## config.mk

```make
export PLATFORM = sky130hd
export DESIGN_NAME = sdm_decim64
export DESIGN_NICKNAME = d
export VERILOG_FILES = /design/src/rtl/sdd_pkg.sv /design/src/rtl/sdd_cic.sv /design/src/rtl/sdd_fir.sv /design/src/rtl/sdd_sat.sv /design/src/rtl/sdm_decim64.sv
export SDC_FILE = /design/constraint.sdc
export NUM_CORES = 1
export LEC_CHECK = 0
export BUFFER_PORTS_ARGS = -buffer_cell sky130_fd_sc_hd__buf_2
export CAP_MARGIN = 20
export CORE_ASPECT_RATIO = 1.75
export CORE_UTILIZATION = 55
export DETAILED_ROUTE_END_ITERATION = 8
export MAX_ROUTING_LAYER = met4
export PLACE_DENSITY = 0.71
export SYNTH_ARGS = -nofsm -noshare
export SYNTH_HDL_FRONTEND = slang
export SYNTH_SLANG_ARGS = --single-unit
```

## constraint.sdc

```tcl
create_clock -name clk -period 15.8 [get_ports clk]
set_input_delay 0 -clock clk [delete_from_list [all_inputs] [get_ports clk]]
set_output_delay 0 -clock clk [all_outputs]
set_load 0.05 [all_outputs]
```

## src/rtl/sdd_pkg.sv

```systemverilog
package sdd_pkg;

   // Triangular symmetric FIR coefficient: 1,3,5,...,5,3,1
   function automatic int fir_coef(input int k, input int taps);
      int m;
      m = (k < taps - 1 - k) ? k : taps - 1 - k;
      return 2 * m + 1;
   endfunction

   function automatic int fir_coef_sum(input int taps);
      int s;
      s = 0;
      for (int k = 0; k < taps; k++) s += fir_coef(k, taps);
      return s;
   endfunction

endpackage

```

## src/rtl/sdd_cic.sv

```systemverilog
module sdd_cic #(
   parameter int ORDER = 4,
   parameter int LOG2R = 4,
   parameter int W     = 2 + ORDER * LOG2R
) (
   input  logic                clk,
   input  logic                rst,
   input  logic                in_vld,
   input  logic                in_bit,
   output logic                out_vld,
   output logic signed [W-1:0] out_data
);

   generate
      if (ORDER < 1 || LOG2R < 1) begin : g_bad_cfg
         $error("sdd_cic: ORDER and LOG2R must be at least 1");
      end
      if (W < 2 + ORDER * LOG2R) begin : g_bad_w
         $error("sdd_cic: W too narrow for benign wraparound");
      end
   endgenerate

   logic signed [W-1:0] x;
   logic signed [W-1:0] integ [ORDER];
   logic signed [W-1:0] cdly  [ORDER];
   logic signed [W-1:0] cstg  [ORDER+1];
   logic [LOG2R-1:0]    phase;
   logic                strobe;

   // bit 1 -> +1, bit 0 -> -1
   assign x      = in_bit ? W'(1) : '1;
   assign strobe = in_vld && (phase == '1);

   always_ff @(posedge clk) begin
      if (rst) begin
         for (int i = 0; i < ORDER; i++) integ[i] <= '0;
         phase <= '0;
      end else if (in_vld) begin
         integ[0] <= integ[0] + x;
         for (int i = 1; i < ORDER; i++) integ[i] <= integ[i] + integ[i-1];
         phase <= phase + 1'b1;
      end
   end

   always_comb begin
      cstg[0] = integ[ORDER-1];
      for (int i = 0; i < ORDER; i++) cstg[i+1] = cstg[i] - cdly[i];
   end

   always_ff @(posedge clk) begin
      if (rst) begin
         for (int i = 0; i < ORDER; i++) cdly[i] <= '0;
         out_data <= '0;
         out_vld  <= 1'b0;
      end else begin
         out_vld <= strobe;
         if (strobe) begin
            for (int i = 0; i < ORDER; i++) cdly[i] <= cstg[i];
            out_data <= cstg[ORDER];
         end
      end
   end

   p_cic_hold_r8: assert property (@(posedge clk) disable iff (rst)
      !in_vld |=> $stable(integ[0]));

   p_cic_single_r2: assert property (@(posedge clk) disable iff (rst)
      out_vld |=> !out_vld);

endmodule

```

## src/rtl/sdd_fir.sv

```systemverilog
module sdd_fir #(
   parameter int IN_W  = 18,
   parameter int TAPS  = 8,
   parameter int LOG2D = 2,
   parameter int ACC_W = IN_W + $clog2(sdd_pkg::fir_coef_sum(TAPS)) + 1
) (
   input  logic                    clk,
   input  logic                    rst,
   input  logic                    in_vld,
   input  logic signed [IN_W-1:0]  in_data,
   output logic                    acc_vld,
   output logic signed [ACC_W-1:0] acc
);

   generate
      if (TAPS < 2 || LOG2D < 1) begin : g_bad_cfg
         $error("sdd_fir: need at least 2 taps and LOG2D >= 1");
      end
   endgenerate

   logic signed [IN_W-1:0]  dl [TAPS];
   logic signed [ACC_W-1:0] sum;
   logic [LOG2D-1:0]        phase;
   logic                    go;

   always_ff @(posedge clk) begin
      if (rst) begin
         for (int i = 0; i < TAPS; i++) dl[i] <= '0;
         phase <= '0;
         go    <= 1'b0;
      end else begin
         go <= in_vld && (phase == '1);
         if (in_vld) begin
            dl[0] <= in_data;
            for (int i = 1; i < TAPS; i++) dl[i] <= dl[i-1];
            phase <= phase + 1'b1;
         end
      end
   end

   always_comb begin
      sum = '0;
      for (int i = 0; i < TAPS; i++)
         sum += ACC_W'(dl[i]) * ACC_W'(sdd_pkg::fir_coef(i, TAPS));
   end

   always_ff @(posedge clk) begin
      if (rst) begin
         acc     <= '0;
         acc_vld <= 1'b0;
      end else begin
         acc_vld <= go;
         if (go) acc <= sum;
      end
   end

   p_fir_single_r2: assert property (@(posedge clk) disable iff (rst)
      acc_vld |=> !acc_vld);

endmodule

```

## src/rtl/sdd_sat.sv

```systemverilog
module sdd_sat #(
   parameter int ACC_W = 24,
   parameter int OUT_W = 16,
   parameter int SHIFT = 6,
   parameter bit ROUND = 1'b0
) (
   input  logic                    clk,
   input  logic                    rst,
   input  logic                    pass,
   input  logic signed [ACC_W-1:0] acc,
   output logic [OUT_W-1:0]        data,
   output logic                    vld,
   output logic                    ovf
);

   generate
      if (ACC_W <= OUT_W + SHIFT) begin : g_bad_w
         $error("sdd_sat: ACC_W must exceed OUT_W + SHIFT");
      end
      if (ROUND && SHIFT < 1) begin : g_bad_rnd
         $error("sdd_sat: rounding needs SHIFT >= 1");
      end
   endgenerate

   localparam logic signed [ACC_W-1:0] MAXV =
      {{(ACC_W-OUT_W+1){1'b0}}, {(OUT_W-1){1'b1}}};
   localparam logic signed [ACC_W-1:0] MINV =
      {{(ACC_W-OUT_W+1){1'b1}}, {(OUT_W-1){1'b0}}};
   localparam logic [OUT_W-1:0] MAXO = {1'b0, {(OUT_W-1){1'b1}}};
   localparam logic [OUT_W-1:0] MINO = {1'b1, {(OUT_W-1){1'b0}}};

   logic signed [ACC_W-1:0] pre;
   logic signed [ACC_W-1:0] sh;
   logic                    hi, lo;

   generate
      if (ROUND) begin : g_round
         assign pre = acc + (ACC_W'(1) <<< (SHIFT - 1));
      end else begin : g_trunc
         assign pre = acc;
      end
   endgenerate

   assign sh = pre >>> SHIFT;
   assign hi = sh > MAXV;
   assign lo = sh < MINV;

   always_ff @(posedge clk) begin
      if (rst) begin
         data <= '0;
         vld  <= 1'b0;
         ovf  <= 1'b0;
      end else begin
         vld <= pass;
         ovf <= pass && (hi || lo);
         if (pass) data <= hi ? MAXO : (lo ? MINO : sh[OUT_W-1:0]);
      end
   end

   p_sat_dir_r4: assert property (@(posedge clk) disable iff (rst)
      (ovf && !data[OUT_W-1]) |-> (data == MAXO));

   p_sat_code_r5: assert property (@(posedge clk) disable iff (rst)
      ovf |-> (data == MAXO || data == MINO));

endmodule

```

## src/rtl/sdm_decim64.sv

```systemverilog
module sdm_decim64 #(
   parameter int CIC_ORDER = 4,
   parameter int CIC_LOG2R = 4,
   parameter int FIR_TAPS  = 8,
   parameter int FIR_LOG2D = 2,
   parameter int OUT_W     = 16,
   parameter int OUT_SHIFT = 6,
   parameter bit OUT_ROUND = 1'b0
) (
   input  logic             clk,
   input  logic             rst,
   input  logic             bit_vld,
   input  logic             bit_in,
   output logic [OUT_W-1:0] sample_out,
   output logic             sample_vld,
   output logic             ovf_pulse
);

   localparam int CIC_W  = 2 + CIC_ORDER * CIC_LOG2R;
   localparam int ACC_W  = CIC_W + $clog2(sdd_pkg::fir_coef_sum(FIR_TAPS)) + 1;
   localparam int DEC2   = 1 << FIR_LOG2D;
   localparam int FILL   = (CIC_ORDER + FIR_TAPS + DEC2 - 1) / DEC2;
   localparam int FW     = $clog2(FILL + 1);
   localparam logic [FW-1:0] FILL_V = FW'(FILL);
   localparam int TOTAL  = 1 << (CIC_LOG2R + FIR_LOG2D);

   generate
      if (CIC_LOG2R + FIR_LOG2D != 6) begin : g_bad_ratio
         $error("sdm_decim64: overall decimation must be 64");
      end
   endgenerate

   logic                    cic_vld;
   logic signed [CIC_W-1:0] cic_data;
   logic                    acc_vld;
   logic signed [ACC_W-1:0] acc;
   logic [FW-1:0]           fill_cnt;
   logic                    pass;

   sdd_cic #(.ORDER(CIC_ORDER), .LOG2R(CIC_LOG2R), .W(CIC_W)) u_cic (
      .clk(clk), .rst(rst), .in_vld(bit_vld), .in_bit(bit_in),
      .out_vld(cic_vld), .out_data(cic_data)
   );

   sdd_fir #(.IN_W(CIC_W), .TAPS(FIR_TAPS), .LOG2D(FIR_LOG2D), .ACC_W(ACC_W)) u_fir (
      .clk(clk), .rst(rst), .in_vld(cic_vld), .in_data(cic_data),
      .acc_vld(acc_vld), .acc(acc)
   );

   // suppress the first FILL results after reset
   always_ff @(posedge clk) begin
      if (rst) fill_cnt <= '0;
      else if (acc_vld && fill_cnt != FILL_V) fill_cnt <= fill_cnt + 1'b1;
   end
   assign pass = acc_vld && (fill_cnt == FILL_V);

   sdd_sat #(.ACC_W(ACC_W), .OUT_W(OUT_W), .SHIFT(OUT_SHIFT), .ROUND(OUT_ROUND)) u_sat (
      .clk(clk), .rst(rst), .pass(pass), .acc(acc),
      .data(sample_out), .vld(sample_vld), .ovf(ovf_pulse)
   );

   // Independent count of accepted bits for the fill check
   localparam int SW = $clog2(TOTAL * (FILL + 1) + 1);
   localparam logic [SW-1:0] SEEN_MAX = SW'(TOTAL * (FILL + 1));
   logic [SW-1:0] seen;
   always_ff @(posedge clk) begin
      if (rst) seen <= '0;
      else if (bit_vld && seen != SEEN_MAX) seen <= seen + 1'b1;
   end

   p_fill_r3: assert property (@(posedge clk) disable iff (rst)
      sample_vld |-> (seen == SEEN_MAX));

   p_vld_single_r2: assert property (@(posedge clk) disable iff (rst)
      sample_vld |=> !sample_vld);

   p_ovf_vld_r10: assert property (@(posedge clk) disable iff (rst)
      ovf_pulse |-> sample_vld);

   p_reset_r9: assert property (@(posedge clk)
      $past(rst) |-> (!sample_vld && !ovf_pulse && sample_out == '0));

endmodule

```

==> results of run 1 <==
flip-flops by register name, summed over array words and instances (netlist names):
name / count
u_sat.data: 16
fill_cnt: 2
u_fir.go: 1
u_fir.acc_vld: 1
u_sat.vld: 1
u_fir.dl: 144
u_cic.out_data: 18
u_cic.phase: 4
u_cic.cdly: 72
u_cic.integ: 72
u_fir.phase: 2
u_fir.acc: 18
u_sat.ovf: 1
u_cic.out_vld: 1
layout make-up:
cell class | count | share of cell area
Tap cell | 678 | 0.0267
Clock inverter | 12 | 0.00623
Clock buffer | 57 | 0.0372
Sequential cell | 353 | 0.313
Inverter | 465 | 0.0551
Multi-Input combinational cell | 2095 | 0.555
Timing Repair Buffer | 34 | 0.00670
critical path, delay by kind of cell (launching register included):
kind                       cells  cell delay [ps]
AOI/OAI and AO/OA             13             2440
adders and majority gates      8             3460
buffers and inverters          1               40
and+or+nand+nor                7             1340
DFF                            1              440
placed cells by master (no fill, tap or decap), types with 19 or more instances in the layout:
master / synthesis / final
edfxtp_1: 288 / 288
a31oi_1: 21 / 21
and3_1: 24 / 24
mux2i_1: 19 / 19
and2_1: 179 / 179
nand2b_1: 26 / 25
nand3_1: 31 / 31
fa_1: 167 / 167
buf_2: 0 / 20
inv_1: 462 / 461
o21bai_1: 29 / 29
xnor2_1: 153 / 153
a21o_1: 52 / 52
nand2_1: 128 / 128
o21a_1: 25 / 25
o21ai_0: 53 / 53
xor2_1: 65 / 65
dfxtp_1: 65 / 65
nor2b_1: 64 / 63
nor2_1: 194 / 194
a21oi_1: 165 / 165
ha_1: 379 / 379
clkbuf_16: 0 / 41
o21ai_1: 72 / 72
or3_1: 20 / 20
a211oi_1: 19 / 19
nor3_1: 61 / 61
kinds of logic (layout without fill, tap and decap cells):
group / Yosys count / count (layout) / synth area share
multiplexers: 20 / 20 / 0.00684
AND/OR/NAND/NOR: 764 / 764 / 0.132
XOR/XNOR: 220 / 220 / 0.0662
adder cells (fa/ha/maj): 546 / 546 / 0.274
buffers and inverters: 512 / 568 / 0.0653
AO/OA/AOI/OAI: 545 / 545 / 0.117
flip-flops: 353 / 353 / 0.338
metrics by stage:
| stage | power, uW | hold WS, ps |
|---|---|---|
| floorplan | 3960 | 341 |
| global placement | 4770 | 362 |
| detailed placement | 4860 | 378 |
| CTS | 5900 | 331 |
| global route | 6380 | 360 |
| finish | 5820 | 366 |
repair_timing:
item                                    4_1_cts  5_1_grt
hold endpoints to repair                     17        0
hold buffers                                  3        0
setup buffers                                 0        0
endpoints found under the setup margin        0        0
per-layer routing:
metal  track usage  up-vias  share of wire
met2         0.484      266           0.58
li1              -    10133              -
met4         0.102        0          0.039
met3        0.0228      143          0.024
met1         0.238     9972           0.36
met5             -        -              0
power by group:
| part | internal (uW) | switching, uW | total [uW] | leakage (uW) |
|---|---|---|---|---|
| clock | 587 | 399 | 986 | 0.000670 |
| combinational | 1600 | 2140 | 3740 | 0.0103 |
| sequential | 1060 | 38.2 | 1090 | 0.00353 |
worst max path at each step:
stage | startpoint | to | depth (start not counted)
floorplan | u_fir.dl[0][72] | u_fir.acc[19] | 28
global placement | u_fir.dl[0][72] | u_fir.acc[20] | 29
detailed placement | u_fir.dl[0][72] | u_fir.acc[20] | 29
CTS | u_fir.dl[0][72] | u_fir.acc[20] | 29
global route | u_fir.dl[0][72] | u_fir.acc[20] | 29
finish | u_fir.dl[0][72] | u_fir.acc[20] | 29
==> metrics, run 1 <==
DRT iter0 DRCs=852; pwr/cell area=183 nW/um^2; max-slew violations=0; Synth Register Bits=353; RePlAce Congestion=0.889; vias per std cell=5.55; Arr. time, crit path=8300 ps; post-synthesis sequential area ratio=0.338; io pins=22; CTS Root Cell=clkbuf_16; CP Max Fanout=4; CTS max path bufs=3; Setup Skew=23.9 ps; Post-synth top cells=inv_1 (462), ha_1 (379), edfxtp_1 (288), nor2_1 (194), and2_1 (179); worst-margin pin slew=1120 ps; CP max stage cell=fa_1; Routed WL=62.2 mm; type of the worst setup path=flip-flop to flip-flop; area share of the largest cell type after synthesis=0.293; asr flop ratio synth=0; Avg Cell Area, Syn=9.96 sq um; dpl cell area=30300 sq um; Core Area=52600 sq um; Post-Route Setup TNS=0 ps; Post-CTS Resized=0; footprint of the multi-input gates=17600 sq um; crit path capture type=flip-flop; fin worst setup slack=8000 ps; first-pass GRT wire length=104 mm; area grow syn2layout=7.72%; Initial Util=0.560; Area contributors post-synth=edfxtp_1 (29%), ha_1 (16%), fa_1 (11%); Worst Hold Class=input pin to flip-flop; Max Cap Viol=0; chip width=177 um; setup repair after global routing missed its margin=false; H-tree Lvls=2; leakage=0.0145 uW; Core Rows=111; DR DRC count=0; n_diodes=0; Peak VDD IR=0.000184 V; hold worst-path end=u_cic.out_data[10]; cell mode on critical path=fa_1; Clock Latency Late Sink=560 ps; worst r2r src=u_fir.dl[0][72]; Final Hold Viols=0; Yosys cell types=77; status=finished, final reports clean; FMAX=128 MHz; Filler Cell Count=4266; PortBufs=21; count leader, synth=inv_1; DR WL/cell=16.8 um; clock sinks=353; Period minus WS final=7800 ps; dpl hpwl=48.5 mm; Nets=3538; TritonCTS clock tree=yes; ys flop type=edfxtp_1; vias in the first global route=22273; Post-synth EDFFs=288; pin count of the biggest net entering global routing=110; Post-Synthesis Cell Area=29500 sq um; final core occ=0.603; Ys Warns=0; initial antenna violation count=0; CP max stage delay=550 ps; Finished Cell Area=31700 sq um; Final Setup Violations=0; DRT Pass-1 Iters=5; WHS Path Cells=3; hold path startpoint=rst; GRT Residual Overflow=0; pre-CTS setup slack=8010 ps; Inserted Clock Buffers=39; FF+latch area=9950 sq um; clock-pin slew on the worst setup and hold paths=60 ps; die footprint=54500 sq um; slack of the worst reg-to-reg path=8000 ps; Synth Instances=2960; die height=308 um; Critical Path RT=16300 ps; Final period util=0.494; Reg-to-Reg End=u_fir.acc[20]; Tot GR Track Use=0.246; Mapped Nets=3510; DR vias=20514; worst reg2reg path depth=29; max_slew headroom=0.253; Layout Cells excl Fill=3694; post-route antenna net violation count=0; CP startpoint kind=flip-flop; dpl cells=3622; share of layout cells above drive strength 1=0.0385; area leader, netlist=edfxtp_1
Power figures use the tool's default switching activity.
==> run 2: changes to the inputs <==
Settings changed: ABC_AREA set to 1, PLACE_DENSITY 0.71 to 0.73.
Clock period 15.8 ns to 6.3 ns, I/O delays scaled along.
==> run 2 against run 1 <==
The run now ends with setup timing left. Cell count grew 23%. First-iteration DRC count grew 45%. Non-clock buffer count grew 262. Critical path type unchanged. Worst setup slack worse by 8100 ps. Routed wire length grew 17%. Global-route usage rose by 1.9 points.
==> metrics, run 2 <==
status=complete, but fails checks; failing checks=setup timing; Arr. time, crit path=6910 ps; RePlAce Congestion=0.918; CP Max Fanout=4; DR vias=24350; Avg Cell Area, Syn=8.63 sq um; area leader, netlist=edfxtp_1; DR top layer=met4; Clock Latency Late Sink=570 ps; DRT Pass-1 Iters=6; cell mode on critical path=buf_4; routed metal-1 wire length=25.3 mm; Layout Cells excl Fill=4552; metal3 WL=2.15 mm; Initial Util=0.559; DR DRC count=0; DRT iter0 DRCs=1234; io pins=22; max_slew headroom=0.302; setup repair after global routing missed its margin=true; WL met2=41.5 mm; Worst Hold Class=input pin to flip-flop; Nets=4380; Area contributors post-synth=edfxtp_1 (28%), ha_1 (16%), fa_1 (11%); Synth Instances=3535; Setup Skew=23.3 ps; chip width=180 um; share of layout cells above drive strength 1=0.163; slack of the worst reg-to-reg path=-150 ps; die height=314 um; crit path capture type=flip-flop; Inserted Clock Buffers=39; DR WL/cell=16.0 um; max FFs per register=144; CP max stage delay=570 ps; Mapped Nets=4085; H-tree Lvls=2; CP max stage cell=fa_2; clock sinks=353; critical path's top delay family=adder cells; Final Hold Viols=0; Buf/Inv on CP=9; initial antenna violation count=1; post-synthesis sequential area ratio=0.326; count leader, synth=inv_1; fin worst setup slack=-146 ps; Yosys cell types=58; post-route antenna net violation count=0; Final period util=1.02; Period minus WS final=6450 ps; Finished Cell Area=36200 sq um; vias per std cell=5.35; CTS Root Cell=clkbuf_16; Core Area=54600 sq um; type of the worst setup path=flip-flop to flip-flop; worst-margin pin slew=1050 ps; vias in the first global route=25422; Reg with most FFs=u_fir.dl; Core Rows=113; Max Cap Viol=0; Tot GR Track Use=0.265; area grow syn2layout=18.6%; PortBufs=21; Post-synth top cells=inv_1 (793), nand2_1 (393), ha_1 (379), nor2_1 (361), a21oi_1 (334); max-slew violations=0; dpl cell area=33100 sq um; Post-Synthesis Cell Area=30500 sq um; asr flop ratio synth=0; clock-pin slew on the worst setup and hold paths=70 ps; Critical Path RT=6760 ps; first-pass GRT wire length=118 mm; commonest non-fill, non-tap cell in the layout=inv_1; Largest regs=u_fir.dl x144, u_cic.cdly x72, u_cic.integ x72; dpl cells=4440; pin count of the biggest net entering global routing=95; GRT Residual Overflow=0; most frequent cells in the layout=inv_1 (768), nand2_1 (362), nor2_1 (353); Routed WL=72.9 mm; area share of the largest cell type after synthesis=0.283; Post-synth EDFFs=288; Ys Warns=0; ys flop type=edfxtp_1; FMAX=155 MHz; dpl hpwl=54.4 mm; die footprint=56500 sq um; CP startpoint kind=flip-flop; Final Setup Violations=9; CTS max path bufs=3; TritonCTS clock tree=yes; Synth Register Bits=353
[run 2: final timing paths]
check	from	to	cells past startpoint
max	u_fir.dl[0][75]	u_fir.acc[21]	30
min	bit_vld	u_cic.phase[2]	4
max reg2reg	u_fir.dl[0][75]	u_fir.acc[21]	30
min reg2reg	u_fir.phase[1]	u_fir.phase[1]	2
[run 2: cell type report]
| type | count | area (sq um) |
|---|---|---|
| diodes | 1 | 2.50 |
| inverters | 797 | 3000 |
| fillers | 4268 | 18400 |
| clock buffers | 52 | 1140 |
| clock inverters | 20 | 223 |
| repair buffers | 296 | 2240 |
| flip-flops and latches | 353 | 9950 |
| multi-input cells | 2343 | 18800 |
| well taps | 690 | 863 |
[run 2: through the flow]
step / utilization / TNS [ps] / hold WS, ps / setup slack [ps]
after floorplan: - / 0 / 152 / 21.7
after global placement: 0.607 / -3670 / 323 / -519
after detailed placement: 0.607 / -4620 / 347 / -577
after CTS: 0.647 / -709 / 349 / -180
after global routing: 0.663 / -3500 / 393 / -470
final: 0.663 / -618 / 369 / -146
[run 2: routing by layer]
layer | up-vias | track usage
met5 | - | -
met4 | 0 | 0.132
met3 | 219 | 0.0261
met2 | 484 | 0.531
met1 | 11539 | 0.246
li1 | 12108 | -
[run 2: worst min-delay path, stage by stage]
cell	delay [ps]
dlygate4sd3_1	560
buf_2	170
a21oi_1	80
nor2_1	90
[run 2: kinds of logic (layout without fill, tap and decap cells)]
kind of cell	after synthesis	after routing	share of synthesized area
and+or+nand+nor	938	938	0.127
AOI/OAI and AO/OA	679	679	0.127
buffers and inverters	839	1165	0.104
other	0	1	0
xor gates and xnor gates	180	180	0.0517
DFF	353	353	0.326
adders and majority gates	546	546	0.265
[run 2: timing repair]
action                                  CTS  global route
endpoints found under the setup margin   16            19
endpoints found under the hold margin     5             0
hold buffers                              3             0
buffers inserted                         21            18
pin swaps                               100           108
gates resized for setup                 129           152
gates cloned                              0             0
Power of run 2 is not shown: default switching activity piles up to over one toggle a cycle in this logic, so the estimate is an artifact.
==> run 3: changes to the inputs <==
Settings changed: PLACE_DENSITY 0.73 to 0.71.
Clock period 6.3 ns to 6.2 ns, I/O delays scaled along.
==> run 3 against run 2 <==
The run still ends with setup timing left. Utilization increased by 0.35 points. Non-clock buffer count increased by 48. Fmax decreased by 0.44%. Critical endpoint is now u_fir.acc[23]. Routed wire length decreased by 1.1%. Critical path depth increased by 1. Clock skew decreased by 0.54 ps. Hold slack got worse by 320 ps. Cell count increased by 0.99%. Final area increased by 0.53%. Count of clock-buffer cells in the layout increased by 1. Worst setup slack got worse by 130 ps.
==> metrics, run 3 (synthesis results as in run 2) <==
CTS max path bufs=3; DR vias=24358; Clock Latency Late Sink=550 ps; Arr. time, crit path=6920 ps; DR top layer=met4; first-pass GRT wire length=116 mm; TritonCTS clock tree=yes; post-route antenna net violation count=0; max-slew violations=0; hold worst-path end=u_fir.go; cell mode on critical path=nand2_1; CP startpoint kind=flip-flop; DR WL/cell=15.7 um; GRT Residual Overflow=0; Reg-to-Reg End=u_fir.acc[23]; DRT iter0 DRCs=1040; CTS Root Cell=clkbuf_16; share of layout cells above drive strength 1=0.171; Largest regs=u_fir.dl x144, u_cic.cdly x72, u_cic.integ x72; Final Setup Violations=9; Post-Route Setup TNS=-1920 ps; die footprint=56500 sq um; Nets=4427; clock-pin slew on the worst setup and hold paths=60 ps; vias in the first global route=25425; Critical Path RT=6650 ps; setup repair after global routing missed its margin=true; Period minus WS final=6470 ps; chip width=180 um; WL met2=41.5 mm; initial antenna violation count=1; max_slew headroom=0.324; FMAX=154 MHz; CP Max Fanout=4; PortBufs=21; pin count of the biggest net entering global routing=103; type of the worst setup path=flip-flop to flip-flop; Routed WL=72.0 mm; dpl hpwl=54.6 mm; final core occ=0.667; critical path's top delay family=adder cells; max FFs per register=144; fin worst setup slack=-274 ps; hold path startpoint=rst; slack of the worst reg-to-reg path=-270 ps; Final Hold Viols=0; Reg with most FFs=u_fir.dl; CP max stage delay=590 ps; DR DRC count=0; die height=314 um; Setup Skew=22.8 ps; DRT Pass-1 Iters=5; Worst Hold Class=input pin to flip-flop; Core Area=54600 sq um; vias per std cell=5.30; worst-margin pin slew=1010 ps; worst reg2reg path depth=31; metal3 WL=1.66 mm; most frequent cells in the layout=inv_1 (766), nand2_1 (367), nor2_1 (351); Tot GR Track Use=0.263; routed metal-1 wire length=25.5 mm; Max Cap Viol=0; Final period util=1.04; commonest non-fill, non-tap cell in the layout=inv_1; Buf/Inv on CP=8; clock sinks=353; Initial Util=0.559; WHS Path Cells=2; crit path capture type=flip-flop; final hold slack=52.0 ps; pre-CTS setup slack=-644 ps; H-tree Lvls=2; Core Rows=113; CP max stage cell=fa_2; area grow syn2layout=19.3%; RePlAce Congestion=0.910; failing checks=setup timing; io pins=22; Inserted Clock Buffers=38; worst r2r src=u_fir.dl[0][74]; status=complete, but fails checks
## run 3: cell count changes in the layout (fill, tap and decap cells not counted), moves of 5 or more
cell / previous run / this run
buf_6: 12 / 18
nand2_1: 362 / 367
buf_4: 259 / 303
o21ai_0: 137 / 132
o21ai_1: 27 / 32
## run 3: how the worst max path moves through the flow
stage,start,endpoint,slack [ps],depth (start not counted)
6_report,u_fir.dl[0][74],u_fir.acc[23],-270,31
5_1_grt,u_fir.dl[0][112],u_fir.acc[22],-540,33
4_1_cts,u_fir.dl[0][55],u_fir.acc[21],-270,30
3_5_place_dp,u_fir.dl[0][74],u_fir.acc[22],-640,30
3_3_place_gp,u_fir.dl[0][74],u_fir.acc[20],-480,31
2_1_floorplan,u_fir.dl[0][74],u_fir.acc[22],50,29
## run 3: layout make-up
cell class	count	area, sq um
Clock buffer	53	1090
Timing Repair Buffer	344	2600
Multi-Input combinational cell	2343	18700
Sequential cell	353	9950
Tap cell	690	863
Inverter	797	3000
Antenna cell	1	2.50
Fill cell	4390	18200
Clock inverter	16	211
## run 3: stage by stage
step	std cells	area [sq um]
after floorplan	3535	30500
after global placement	4485	33500
after detailed placement	4485	33500
after CTS	4575	35500
after global routing	4597	36400
final	4597	36400
## run 3: metal layers
layer	global-route usage	up-vias
met4	0.118	0
li1	-	12184
met2	0.542	358
met1	0.237	11616
met3	0.0221	200
met5	-	-
## run 3: timing repair
item	CTS	global route
resized for setup	116	156
hold endpoints to repair	4	0
pin swaps	76	121
setup buffers	21	25
setup endpoints to repair	16	22
hold buffers	2	0
cloned	0	0
Power of run 3 is left out for the same reason.
